## src/rtl/fplog_pkg.sv

```systemverilog
package fplog_pkg;
  localparam int EXP_W     = 8;
  localparam int MANT_W    = 23;
  localparam int FP_W      = 1 + EXP_W + MANT_W;
  localparam int FRAC_W    = 24;
  localparam int EXP_BIAS  = 127;
  localparam int N_REG     = 15;
  localparam int IDX_W     = $clog2(N_REG);
  localparam int DEC_W     = 6;        // mantissa bits seen by the region decoder
  localparam int SUM_W     = FRAC_W + 2;
  localparam int SH_W      = 5;
  localparam int SH_MAX    = 12;       // largest real shift tried for a slope term
  localparam logic [SH_W-1:0] SH_NONE = '1;
  localparam longint ONE_Q = 64'sd1 <<< 30;

  typedef struct packed {
    logic [FRAC_W-1:0] ofs;
    logic [SH_W-1:0]   sh0;
    logic [SH_W-1:0]   sh1;
    logic [SH_W-1:0]   sh2;
  } coef_t;

  // region start in units of 1/64 of the mantissa range
  function automatic int region_lo(input int k);
    case (k)
      0: return 0;   1: return 1;   2: return 2;   3: return 4;
      4: return 6;   5: return 8;   6: return 12;  7: return 16;
      8: return 20;  9: return 24;  10: return 28; 11: return 32;
      12: return 40; 13: return 48; 14: return 56; default: return 64;
    endcase
  endfunction

  // log2 of x in [1,2], both Q30, by repeated squaring
  function automatic longint log2_q30(input longint x);
    longint v;
    longint r;
    v = x;
    r = 0;
    for (int i = 0; i < 30; i++) begin
      v = (v * v) >>> 30;
      if (v >= (ONE_Q <<< 1)) begin
        v = v >>> 1;
        r = r | (ONE_Q >>> (i + 1));
      end
    end
    return r;
  endfunction

  function automatic longint term_q30(input int i);
    return (i > SH_MAX) ? 64'sd0 : (ONE_Q >>> i);
  endfunction

  function automatic logic [SH_W-1:0] sh_code(input int i);
    return (i > SH_MAX) ? SH_NONE : SH_W'(i);
  endfunction

  // slope = nearest sum of three powers of two to the chord; offset = minimax
  function automatic coef_t region_coef(input int k);
    coef_t  c;
    longint ml, mh, fl, fh, chord, best, err, aq, g, gmin, gmax, m, b;
    int     bi, bj, bl;
    ml    = longint'(region_lo(k)) <<< 24;
    mh    = longint'(region_lo(k + 1)) <<< 24;
    fl    = log2_q30(ONE_Q + ml);
    fh    = log2_q30(ONE_Q + mh);
    chord = ((fh - fl) <<< 30) / (mh - ml);
    best  = ONE_Q <<< 3;
    bi = 0; bj = 0; bl = 0;
    for (int i = 0; i <= SH_MAX + 1; i++) begin
      for (int j = i; j <= SH_MAX + 1; j++) begin
        for (int l = j; l <= SH_MAX + 1; l++) begin
          err = chord - (term_q30(i) + term_q30(j) + term_q30(l));
          if (err < 0) err = -err;
          if (err < best) begin
            best = err; bi = i; bj = j; bl = l;
          end
        end
      end
    end
    aq   = term_q30(bi) + term_q30(bj) + term_q30(bl);
    gmin = ONE_Q <<< 2;
    gmax = -(ONE_Q <<< 2);
    for (int s = 0; s <= 16; s++) begin
      m = ml + ((mh - ml) * s) / 16;
      g = log2_q30(ONE_Q + m) - ((aq * m) >>> 30);
      if (g < gmin) gmin = g;
      if (g > gmax) gmax = g;
    end
    b = (((gmin + gmax) >>> 1) + 32) >>> 6;
    if (b < 0) b = 0;
    if (b > (64'sd1 <<< FRAC_W) - 1) b = (64'sd1 <<< FRAC_W) - 1;
    c.ofs = FRAC_W'(b);
    c.sh0 = sh_code(bi);
    c.sh1 = sh_code(bj);
    c.sh2 = sh_code(bl);
    return c;
  endfunction
endpackage

```

## src/rtl/fplog_region_dec.sv

```systemverilog
module fplog_region_dec
  import fplog_pkg::*;
(
  input  logic [DEC_W-1:0] top_i,
  output logic [IDX_W-1:0] idx_o
);
  // leading-one priority: narrower regions get more decode bits
  always_comb begin
    if (top_i[5])      idx_o = IDX_W'(11) + IDX_W'(top_i[4:3]);
    else if (top_i[4]) idx_o = IDX_W'(7)  + IDX_W'(top_i[3:2]);
    else if (top_i[3]) idx_o = IDX_W'(5)  + IDX_W'(top_i[2]);
    else if (top_i[2]) idx_o = IDX_W'(3)  + IDX_W'(top_i[1]);
    else if (top_i[1]) idx_o = IDX_W'(2);
    else if (top_i[0]) idx_o = IDX_W'(1);
    else               idx_o = '0;
  end
endmodule

```

## src/rtl/fplog_csa.sv

```systemverilog
module fplog_csa #(
  parameter int W = 26
) (
  input  logic [W-1:0] a_i,
  input  logic [W-1:0] b_i,
  input  logic [W-1:0] c_i,
  output logic [W-1:0] sum_o,
  output logic [W-1:0] cry_o
);
  assign sum_o = a_i ^ b_i ^ c_i;
  assign cry_o = ((a_i & b_i) | (a_i & c_i) | (b_i & c_i)) << 1;
endmodule

```

## src/rtl/fplog_frac.sv

```systemverilog
module fplog_frac
  import fplog_pkg::*;
(
  input  logic [MANT_W-1:0] mant_i,
  input  logic [IDX_W-1:0]  idx_i,
  output logic [FRAC_W-1:0] frac_o
);
  coef_t coef_tab [N_REG];
  for (genvar k = 0; k < N_REG; k++) begin : g_coef
    localparam coef_t RC = region_coef(k);
    assign coef_tab[k] = RC;
  end

  coef_t             sel;
  logic [FRAC_W-1:0] m_q;
  logic [SUM_W-1:0]  t0, t1, t2, ofs_x;
  logic [SUM_W-1:0]  s_a, c_a, s_b, c_b, total;

  assign sel   = (idx_i < IDX_W'(N_REG)) ? coef_tab[idx_i] : '0;
  assign m_q   = {mant_i, 1'b0};
  assign t0    = {2'b00, m_q >> sel.sh0};
  assign t1    = {2'b00, m_q >> sel.sh1};
  assign t2    = {2'b00, m_q >> sel.sh2};
  assign ofs_x = {2'b00, sel.ofs};

  fplog_csa #(.W(SUM_W)) u_csa_a (.a_i(t0),  .b_i(t1),  .c_i(t2),    .sum_o(s_a), .cry_o(c_a));
  fplog_csa #(.W(SUM_W)) u_csa_b (.a_i(s_a), .b_i(c_a), .c_i(ofs_x), .sum_o(s_b), .cry_o(c_b));

  assign total  = s_b + c_b;
  assign frac_o = (|total[SUM_W-1:FRAC_W]) ? '1 : total[FRAC_W-1:0];

  always_comb begin
    AST_CSA_KEEPS_SUM: assert (s_b + c_b == t0 + t1 + t2 + ofs_x);
  end
endmodule

```

## src/rtl/fplog_conv.sv

```systemverilog
module fplog_conv
  import fplog_pkg::*;
(
  input  logic        clk_i,
  input  logic        rst_ni,
  input  logic [31:0] fp_i,
  output logic [7:0]  int_o,
  output logic [23:0] frac_o,
  output logic        sign_o,
  output logic        zero_o
);
  logic [EXP_W-1:0]  exp_f;
  logic [MANT_W-1:0] mant_f;
  logic              is_zero;
  logic [IDX_W-1:0]  reg_idx;
  logic [FRAC_W-1:0] frac_c;
  logic [EXP_W-1:0]  int_c;

  assign exp_f   = fp_i[FP_W-2 -: EXP_W];
  assign mant_f  = fp_i[MANT_W-1:0];
  assign is_zero = (exp_f == '0);
  assign int_c   = exp_f - EXP_W'(EXP_BIAS);

  fplog_region_dec u_dec (
    .top_i (mant_f[MANT_W-1 -: DEC_W]),
    .idx_o (reg_idx)
  );

  fplog_frac u_frac (
    .mant_i (mant_f),
    .idx_i  (reg_idx),
    .frac_o (frac_c)
  );

  always_ff @(posedge clk_i or negedge rst_ni) begin
    if (!rst_ni) begin
      int_o  <= '0;
      frac_o <= '0;
      sign_o <= 1'b0;
      zero_o <= 1'b0;
    end else begin
      int_o  <= is_zero ? '0 : int_c;
      frac_o <= is_zero ? '0 : frac_c;
      sign_o <= fp_i[FP_W-1];
      zero_o <= is_zero;
    end
  end

  AST_INT_UNBIASED: assert property (@(posedge clk_i) disable iff (!rst_ni)
    (fp_i[30:23] != 8'd0) |=> (int_o == 8'($past(fp_i[30:23]) - 8'd127)));
  AST_ZERO_RAISED: assert property (@(posedge clk_i) disable iff (!rst_ni)
    (fp_i[30:23] == 8'd0) |=> zero_o);
  AST_ZERO_CLEARS: assert property (@(posedge clk_i) disable iff (!rst_ni)
    zero_o |-> (int_o == 8'd0 && frac_o == 24'd0));
  AST_SIGN_PASS: assert property (@(posedge clk_i) disable iff (!rst_ni)
    1'b1 |=> (sign_o == $past(fp_i[31])));
endmodule

```

## config.mk

```make
export PLATFORM = sky130hd
export DESIGN_NAME = fplog_conv
export DESIGN_NICKNAME = d
export VERILOG_FILES = /design/src/rtl/fplog_pkg.sv /design/src/rtl/fplog_region_dec.sv /design/src/rtl/fplog_csa.sv /design/src/rtl/fplog_frac.sv /design/src/rtl/fplog_conv.sv
export SDC_FILE = /design/constraint.sdc
export NUM_CORES = 1
export LEC_CHECK = 0
export BUFFER_PORTS_ARGS = -buffer_cell sky130_fd_sc_hd__buf_2
export CORE_MARGIN = 8
export CORE_UTILIZATION = 34
export DETAILED_ROUTE_END_ITERATION = 10
export PLACE_DENSITY_LB_ADDON = 0.3
export SLEW_MARGIN = 20
export SYNTH_ARGS = -nofsm -noshare
export SYNTH_HDL_FRONTEND = slang
export SYNTH_HIERARCHICAL = 1
export SYNTH_SLANG_ARGS = --single-unit
```

## constraint.sdc

```tcl
create_clock -name clk_i -period 0.8 [get_ports clk_i]
set_input_delay 0.08 -clock clk_i [delete_from_list [all_inputs] [get_ports clk_i]]
set_output_delay 0.08 -clock clk_i [all_outputs]
set_load 0.1 [all_outputs]
```

==> metrics.txt, run 1 <==
status=finished with violations; failing checks=negative setup slack; routed len/inst=17.6 um; Synth-to-Final Area Change=61.4%; dpl cell area=about 10000 um^2; Worst Hold Class=in -> reg; cell area power density=4680 nW/um^2; final period utilization=741%; Die Y=156 um; routed wire length=roughly 23000 um; Seq cells post-synth=34; Hold Fails Final Rpt=0; Starting Density=34.5%; Pins Over Slew Limit=0; final instance area=10800 um^2; TritonCTS clock tree=done; Slowest Stage Delay on Critical Path=approximately 0.57 ns; Mapped Cells=729; register area share after synthesis=12.8%; met2 usage=between 30% and 40%; combinational power share=90.7%; Synth Area per Inst=roughly 9.1 um^2; number of max-cap violations=0; Internal=between 20000 and 30000 uW; DR iter-0 viols=380; total via count in the routed design=6777; layout filler cell count=1629; GR Util met1=22.3%; final setup fails=59; Ports=68; Final Hold Slack=0.0900 ns; nets=1138; GR Layer Usage met3=~1.8%; CTS Buffer Depth=2; GRT Resource Usage Total=~18%; CTS Buf Count=5; clock group share of total power=between 4 and 5%; Worst Hold Launch=fp_i[23]; Synth cell types=73; peak supply drop=roughly 2.4 mV; Synth Warn #=6; final setup TNS=-125.46 ns; Sw Ratio=45.4%; Min Clock Period, post-route=5.93 ns; CORE AREA=19300 um^2; die area=24400 um^2; pin count of the biggest net entering global routing=35; clk slew on worst S/H paths=0.05 ns; most used routing layer=met2; total global routing overflow=0; Pre-antenna DRT Iters=5; Vias/cell=5.28; Finished Core Util=55.7%; Crit path required time=0.97 ns; Post-synth EDFFs=0; fmax=169 MHz; fin worst setup slack=-5.13 ns; port bufs=67; Crit Path Class=in -> reg; number of global-route vias before repair=7022; Placed Cells=around 1300; CTS Sinks=34; Site Rows=51; leakage=0.00476 uW; share of synthesized registers carrying an async set or reset=100%; Placer Congestion=0.949; Post-DRT Antenna Nets=0; # DRC=0; chip width=156 um; CP Launch Point=fp_i[19]; Seq pwr share=4.9%; initial antenna violation count=0; first-pass GRT wire length=~36000 um; Worst Setup End Kind=register; CTS HTree Levels=2; crit path max fanout=12; Max-slew headroom=64.0%; RSZ-0062 raised after global routing=yes; clk root buf=clkbuf_16; Tightest Pin Transition=0.534 ns; DP HPWL=17500 um; CP Data Arrival Time=around 6.1 ns; CP Launch Type=primary input; Slowest cell on crit path=fa_1; share of cells above drive strength 1=51.3%; diode count=0; Final Non-Filler Cells=roughly 1300; Mapped Area=6670 um^2; P_sw=22900 uW; ys flop type=dfrtp_1
## placed cells by master (no fill, tap or decap), types with 13 or more instances in the layout
cell      count
inv_1        15
fa_1         48
ha_4         13
mux2i_1      62
a22o_1       16
mux2i_2      17
buf_12       48
buf_2        31
a21o_1       17
nor2_1       38
nand2b_1     26
and2_4       24
nand2_1      35
buf_4       226
mux2_2       28
dfrtp_2      33
ha_1         22
xor2_1       16
o21ai_0      21
a21oi_1      39
## flip-flops by register name, summed over array words and instances (netlist names)
register / flops
sign_o: 1
frac_o: 24
int_o: 8
zero_o: 1
## Yosys cell counts (17+ instances only)
library cell	number	area share, %
a211oi_1	21	2.4
a21o_1	17	1.9
a21oi_1	43	3.2
and2_4	21	2.8
dfrtp_1	34	13
fa_1	51	15
ha_1	36	6.8
inv_1	18	1.0
mux2_2	30	5.1
mux2i_1	89	13
nand2_1	38	2.1
nand2b_1	28	2.6
nor2_1	38	2.1
o21ai_0	31	2.3
## per-stage QoR
step / power (uW) / worst slack [ns]
after detailed placement: 42500 / -5.55
after global placement: 42200 / -5.44
after global routing: 54200 / -5.29
after CTS: 48200 / -5.00
final: 50400 / -5.13
after floorplan: 28300 / -4.68
## power groups by stage
| stage | clock [uW] | sequential, uW | combinational [uW] |
|---|---|---|---|
| global placement | 0 | 2520 | 39700 |
| detailed placement | 0 | 2520 | 40000 |
| finish | 2230 | 2480 | 45700 |
| CTS | 2300 | 2490 | 43400 |
| global route | 2360 | 2520 | 49300 |
| floorplan | 0 | 4610 | 23700 |
## final timing paths
path	to	slack [ns]	depth (start not counted)
worst min-delay path	int_o[0]	0.09	3
worst max-delay path	frac_o[0]	-5.13	30
min in group asynchronous	int_o[5]	0.28	3
max in group asynchronous	frac_o[19]	0.31	3
## worst max-delay path: cells and delay by family
kind	cells	cell delay (ns)
buffers and inverters	7	0.99
adder cells (fa/ha/maj)	5	1.68
AO/OA/AOI/OAI	10	1.91
AND/OR/NAND/NOR	4	0.62
multiplexers	4	0.76
## cell families after synthesis
| kind of cell | synth area share [%] |
|---|---|
| mux | 19.0 |
| xor+xnor | 4.39 |
| flops | 12.8 |
| buf+inv | 4.67 |
| other cells | 0.169 |
| fa+ha+maj | 22.1 |
| compound gates | 20.5 |
| simple gates | 16.5 |
## timing repair
item                                   4_1_cts  5_1_grt
cloned                                       3        1
setup endpoints to repair                   61       61
pin swaps                                   21       11
resized for setup                           46       58
setup buffers                               12        6
endpoints found under the hold margin       35        0
hold buffers                                 2        0
## metal layers
metal	part of all wire, %	vias up
met1	42	3301
met4	3.2	0
met2	50	200
li1	-	3227
met3	4.6	49
met5	0	-
## layout make-up
class	instances	area, um^2	share of cell area, %
multi-input cells	643	6370	59.2
repair buffers	313	2920	27.2
flip-flops and latches	34	892	8.29
well taps	265	332	3.08
clock buffers	7	143	1.33
inverters	20	75.1	0.698
clock inverters	1	30.0	0.279
Note: power is estimated with default switching activity, not from simulation.
==> run 2, diff against run 1 <==
- CORE_MARGIN: 8 -> 1.5
- PLACE_DENSITY: default -> 0.52
- PLACE_DENSITY_LB_ADDON: 0.3 -> default
==> metrics.txt, run 2 (synthesized netlist as in run 1, its figures left out) <==
critical path depth=29 (-3.3%); biggest regs=frac_o x24, int_o x8; Placed Cells=1268 (+1.3%); Seq pwr share=4.9% (about the same); Starting Density=34.5% (unchanged); fmax=170 MHz (+0.72%); CP Launch Type=primary input; clock group share of total power=3.5% (-0.9 points); diode count=0 (unchanged); P_sw=23200 uW (+1.7%); CTS HTree Levels=2 (unchanged); routed len/inst=17.7 um (+0.66%); Worst Setup End Kind=register; clk root buf=clkbuf_16; Slowest Stage Delay on Critical Path=0.57 ns (about the same); final period utilization=736% (-5.3 points); number of global-route vias before repair=7151 (+1.8%); combinational power share=91.7% (+1.0 points); Pre-antenna DRT Iters=5 (unchanged); initial antenna violation count=0 (unchanged); RSZ-0062 raised after global routing=yes; number of max-cap violations=0 (unchanged); hold path cells=3 (unchanged); first-pass GRT wire length=37300 um (+3.9%); Ports=68 (unchanged); DR iter-0 viols=398 (+4.7%); most frequent cells in the layout=buf_4 (247), mux2i_1 (56), buf_12 (46); total via count in the routed design=6715 (-0.91%); Crit path required time=0.96 ns (about the same); clk slew on worst S/H paths=0.05 ns (about the same); Worst Hold Class=in -> reg; failing checks=negative setup slack; max reg flops=24 (unchanged); leakage=0.00494 uW (+3.7%); Most flops, register=frac_o; Site Rows=51 (unchanged); peak supply drop=2.33 mV (-5.0%); Pins Over Slew Limit=0 (unchanged); nets=1163 (+2.2%); CTS Buf Count=5 (unchanged); Internal=27900 uW (+1.2%); CP dominant cell by count=ha_4; pin count of the biggest net entering global routing=35 (unchanged); Post-DRT Antenna Nets=0 (unchanged); Sw Ratio=45.5% (+0.11 points); cell family contributing the most delay on the critical path=compound AO/OA/AOI/OAI gates; cell area power density=4600 nW/um^2 (-1.7%); Final Non-Filler Cells=1308 (+1.9%); CTS Buffer Depth=2 (unchanged); routed wire length=23200 um (+2.6%); Hold Fails Final Rpt=0 (unchanged); Vias/cell=5.13 (-2.8%); CP Data Arrival Time=6.05 ns (-0.05 ns); port bufs=67 (unchanged); total chip power=51100 uW (+1.4%); CP Buf/Inv Count=6 (-1); Placer Congestion=0.961 (+1.2%); crit path max fanout=12 (unchanged); die area=20500 um^2 (-16%); CTS Sinks=34 (unchanged); leading cell type in the layout, fill and taps excluded=buf_4; Min Clock Period, post-route=5.89 ns (-0.0424 ns); total global routing overflow=0 (unchanged); chip width=143 um (-8.3%); GRT Resource Usage Total=23.3% (+5.0 points); Crit Path Class=in -> reg; Slowest cell on crit path=fa_1; Die Y=143 um (-8.3%); CORE AREA=19300 um^2 (unchanged); fin worst setup slack=-5.09 ns (+0.0424 ns); final setup fails=58 (-1.7%); share of cells above drive strength 1=54.5% (+3.2 points); # DRC=0 (unchanged); Synth-to-Final Area Change=66.6%; status=finished with violations; TritonCTS clock tree=done; Place WS=-5.56 ns (-0.0102 ns); DP HPWL=18600 um (+6.4%)
[run 2: final timing paths]
| path | from | to | slack [ns] |
|---|---|---|---|
| min in group asynchronous | rst_ni | frac_o[1] | 0.30 |
| max | fp_i[18] | frac_o[0] | -5.09 |
| min | fp_i[29] | int_o[6] | 0.08 |
| max in group asynchronous | rst_ni | frac_o[23] | 0.31 |
[run 2: layout make-up]
type	count	area, um^2
repair buffers	338	3150
clock buffers	8	136
flip-flops and latches	34	892
multi-input cells	643	6510
inverters	20	87.6
fillers	1650	8230
well taps	265	332
[run 2: routing by layer]
metal,routed length [um],vias to the layer above,global-route usage [%]
met2,11800,142,43.3
met4,711,0,7.65
met3,531,37,0.805
met1,10100,3269,28.7
met5,0,-,0
li1,-,3267,-
[run 2: power by group through the flow]
stage	logic [uW]	registers, uW	clock network (uW)
detailed placement	40400	2520	0
finish	46800	2480	1780
global route	50700	2520	1910
CTS	46000	2490	1830
floorplan	23700	4610	0
global placement	39800	2520	0
[run 2: what timing repair did]
item                                    CTS  global route
endpoints found under the setup margin   61            63
resized for setup                       132            18
setup buffers                            26             1
pin swaps                                45            16
gates cloned                              5             0
hold buffers                              2             0
endpoints found under the hold margin    35             0
[run 2: per-stage QoR]
stage / TNS, ns / utilization, % / hold slack, ns / instance area [um^2]
after floorplan: -110.13 / - / -0.216 / 7080
after global placement: -131.39 / 51.4 / 0.0451 / 9940
after detailed placement: -134.02 / 51.4 / 0.0501 / 9940
after CTS: -123.95 / 57.2 / 0.0806 / 11100
after global routing: -131.41 / 57.5 / 0.0902 / 11100
final: -125.16 / 57.5 / 0.0849 / 11100
==> run 3, diff against run 2 <==
- BUFFER_PORTS_ARGS: -buffer_cell sky130_fd_sc_hd__buf_2 -> -buffer_cell sky130_fd_sc_hd__clkbuf_2
==> metrics.txt, run 3 (synthesized netlist as in run 1, its figures left out) <==
leading cell type in the layout, fill and taps excluded=buf_4; Tightest Pin Transition=roughly 0.49 ns; clk root buf=clkbuf_16; DR iter-0 viols=428 (+7.5%); final setup fails=58 (unchanged); Most flops, register=frac_o; CORE AREA=19300 um^2 (unchanged); diode count=0 (unchanged); RSZ-0062 raised after global routing=yes; number of global-route vias before repair=6998 (-2.1%); Finished Core Util=56.6% (-0.82 points); failing checks=negative setup slack; crit path max fanout=12 (unchanged); CTS Buf Count=5 (unchanged); CP Data Arrival Time=6.15 ns (+0.10 ns); clk slew on worst S/H paths=0.05 ns (about the same); share of cells above drive strength 1=52.9% (-1.6 points); nets=1168 (+0.43%); # DRC=0 (unchanged); Pre-antenna DRT Iters=5 (unchanged); Slowest Stage Delay on Critical Path=0.54 ns (-0.03 ns); CP Launch Type=primary input; Site Rows=51 (unchanged); final period utilization=747% (+11 points); final instance area=11000 um^2 (-1.4%); first-pass GRT wire length=36200 um (-2.8%); TritonCTS clock tree=done; Worst Hold Launch=fp_i[29]; peak supply drop=2.25 mV (-3.2%); GRT Resource Usage Total=22.6% (-0.64 points); Max-slew headroom=66.3%; Crit Path Class=in -> reg; routed wire length=23300 um (+0.61%); fin worst setup slack=-5.18 ns (-0.0901 ns); CP Launch Point=fp_i[18]; leakage=0.00500 uW (+1.3%); Crit path required time=0.97 ns (about the same); final setup TNS=-127.17 ns (-2.00 ns); DP HPWL=19100 um (+2.8%); most frequent cells in the layout=buf_4 (257), mux2i_1 (72), fa_1 (45); pin count of the biggest net entering global routing=35 (unchanged); CTS Buffer Depth=2 (unchanged); total chip power=50800 uW (-0.62%); cell area power density=4640 nW/um^2 (+0.81%); die area=20500 um^2 (unchanged); port bufs=67 (unchanged); CP dominant cell by count=ha_4; biggest regs=frac_o x24, int_o x8; Die Y=143 um (unchanged); Vias/cell=5.15 (+0.39%); Ports=68 (unchanged); Min Clock Period, post-route=5.98 ns (+0.0901 ns); Synth-to-Final Area Change=64.2%; initial antenna violation count=0 (unchanged); chip width=143 um (unchanged); fmax=167 MHz (-1.5%); total via count in the routed design=6767 (+0.77%); total global routing overflow=0 (unchanged); max reg flops=24 (unchanged); Worst Hold Class=in -> reg; Slowest cell on crit path=fa_1; status=finished with violations; number of max-cap violations=0 (unchanged); Starting Density=34.5% (unchanged); Pins Over Slew Limit=0 (unchanged); Placer Congestion=0.968 (+0.69%); Hold Fails Final Rpt=0 (unchanged); dpl cell area=9980 um^2 (+0.45%); Worst Setup End Kind=register; Post-DRT Antenna Nets=0 (unchanged); CTS HTree Levels=2 (unchanged); routed len/inst=17.7 um (+0.23%); CTS Sinks=34 (unchanged)
## run 3: stage by stage
step / setup slack, ns / cells / hold WS, ns
2_1_floorplan: -4.68 / 737 / -0.216
3_3_place_gp: -5.45 / 1279 / 0.0492
3_5_place_dp: -5.61 / 1279 / 0.0551
4_1_cts: -5.05 / 1306 / 0.0912
5_1_grt: -5.38 / 1313 / 0.0886
6_report: -5.18 / 1313 / 0.0759
## run 3: metal layers
metal  global-route usage [%]  routed length, um  up-vias  share of wire (%)
met4                     7.65                786        0                3.4
met5                        0                  0        -                  0
met2                     41.9              11700      181                 50
met3                     1.58                712       38                3.1
li1                         -                  -     3285                  -
met1                     27.5              10100     3263                 43
## run 3: layout make-up
cell class                      instances  area [um^2]
Multi-Input combinational cell        643         6330
Tap cell                              265          332
Clock inverter                          2         37.5
Fill cell                            1679         8380
Inverter                               20         87.6
Clock buffer                            6          129
Sequential cell                        34          892
Timing Repair Buffer                  343         3150
## run 3: worst max-delay path, delay by kind of cell
family	cells	cell delay, ns
AOI/OAI and AO/OA	9	1.87
adders and majority gates	5	1.62
and+or+nand+nor	6	0.99
muxes	4	0.86
buffers and inverters	5	0.72
## run 3: power breakdown
group | internal, uW | leakage, uW | switching, uW
combinational | 23900 | 0.00460 | 22200
clock | 1470 | 0.0000771 | 675
sequential | 2220 | 0.000326 | 266
total | 27600 | 0.00500 | 23200
## run 3: what timing repair did
item / CTS / global route
gates cloned: 3 / 2
endpoints found under the setup margin: 60 / 61
pin swaps: 28 / 20
hold buffers: 2 / 0
setup buffers: 14 / 5
endpoints found under the hold margin: 35 / 0
gates resized for setup: 73 / 38
## run 3: final timing paths
path,to,slack [ns],depth (start not counted)
max,frac_o[0],-5.18,29
min,int_o[6],0.08,3
max in group asynchronous,int_o[0],0.31,3
min in group asynchronous,frac_o[3],0.30,3
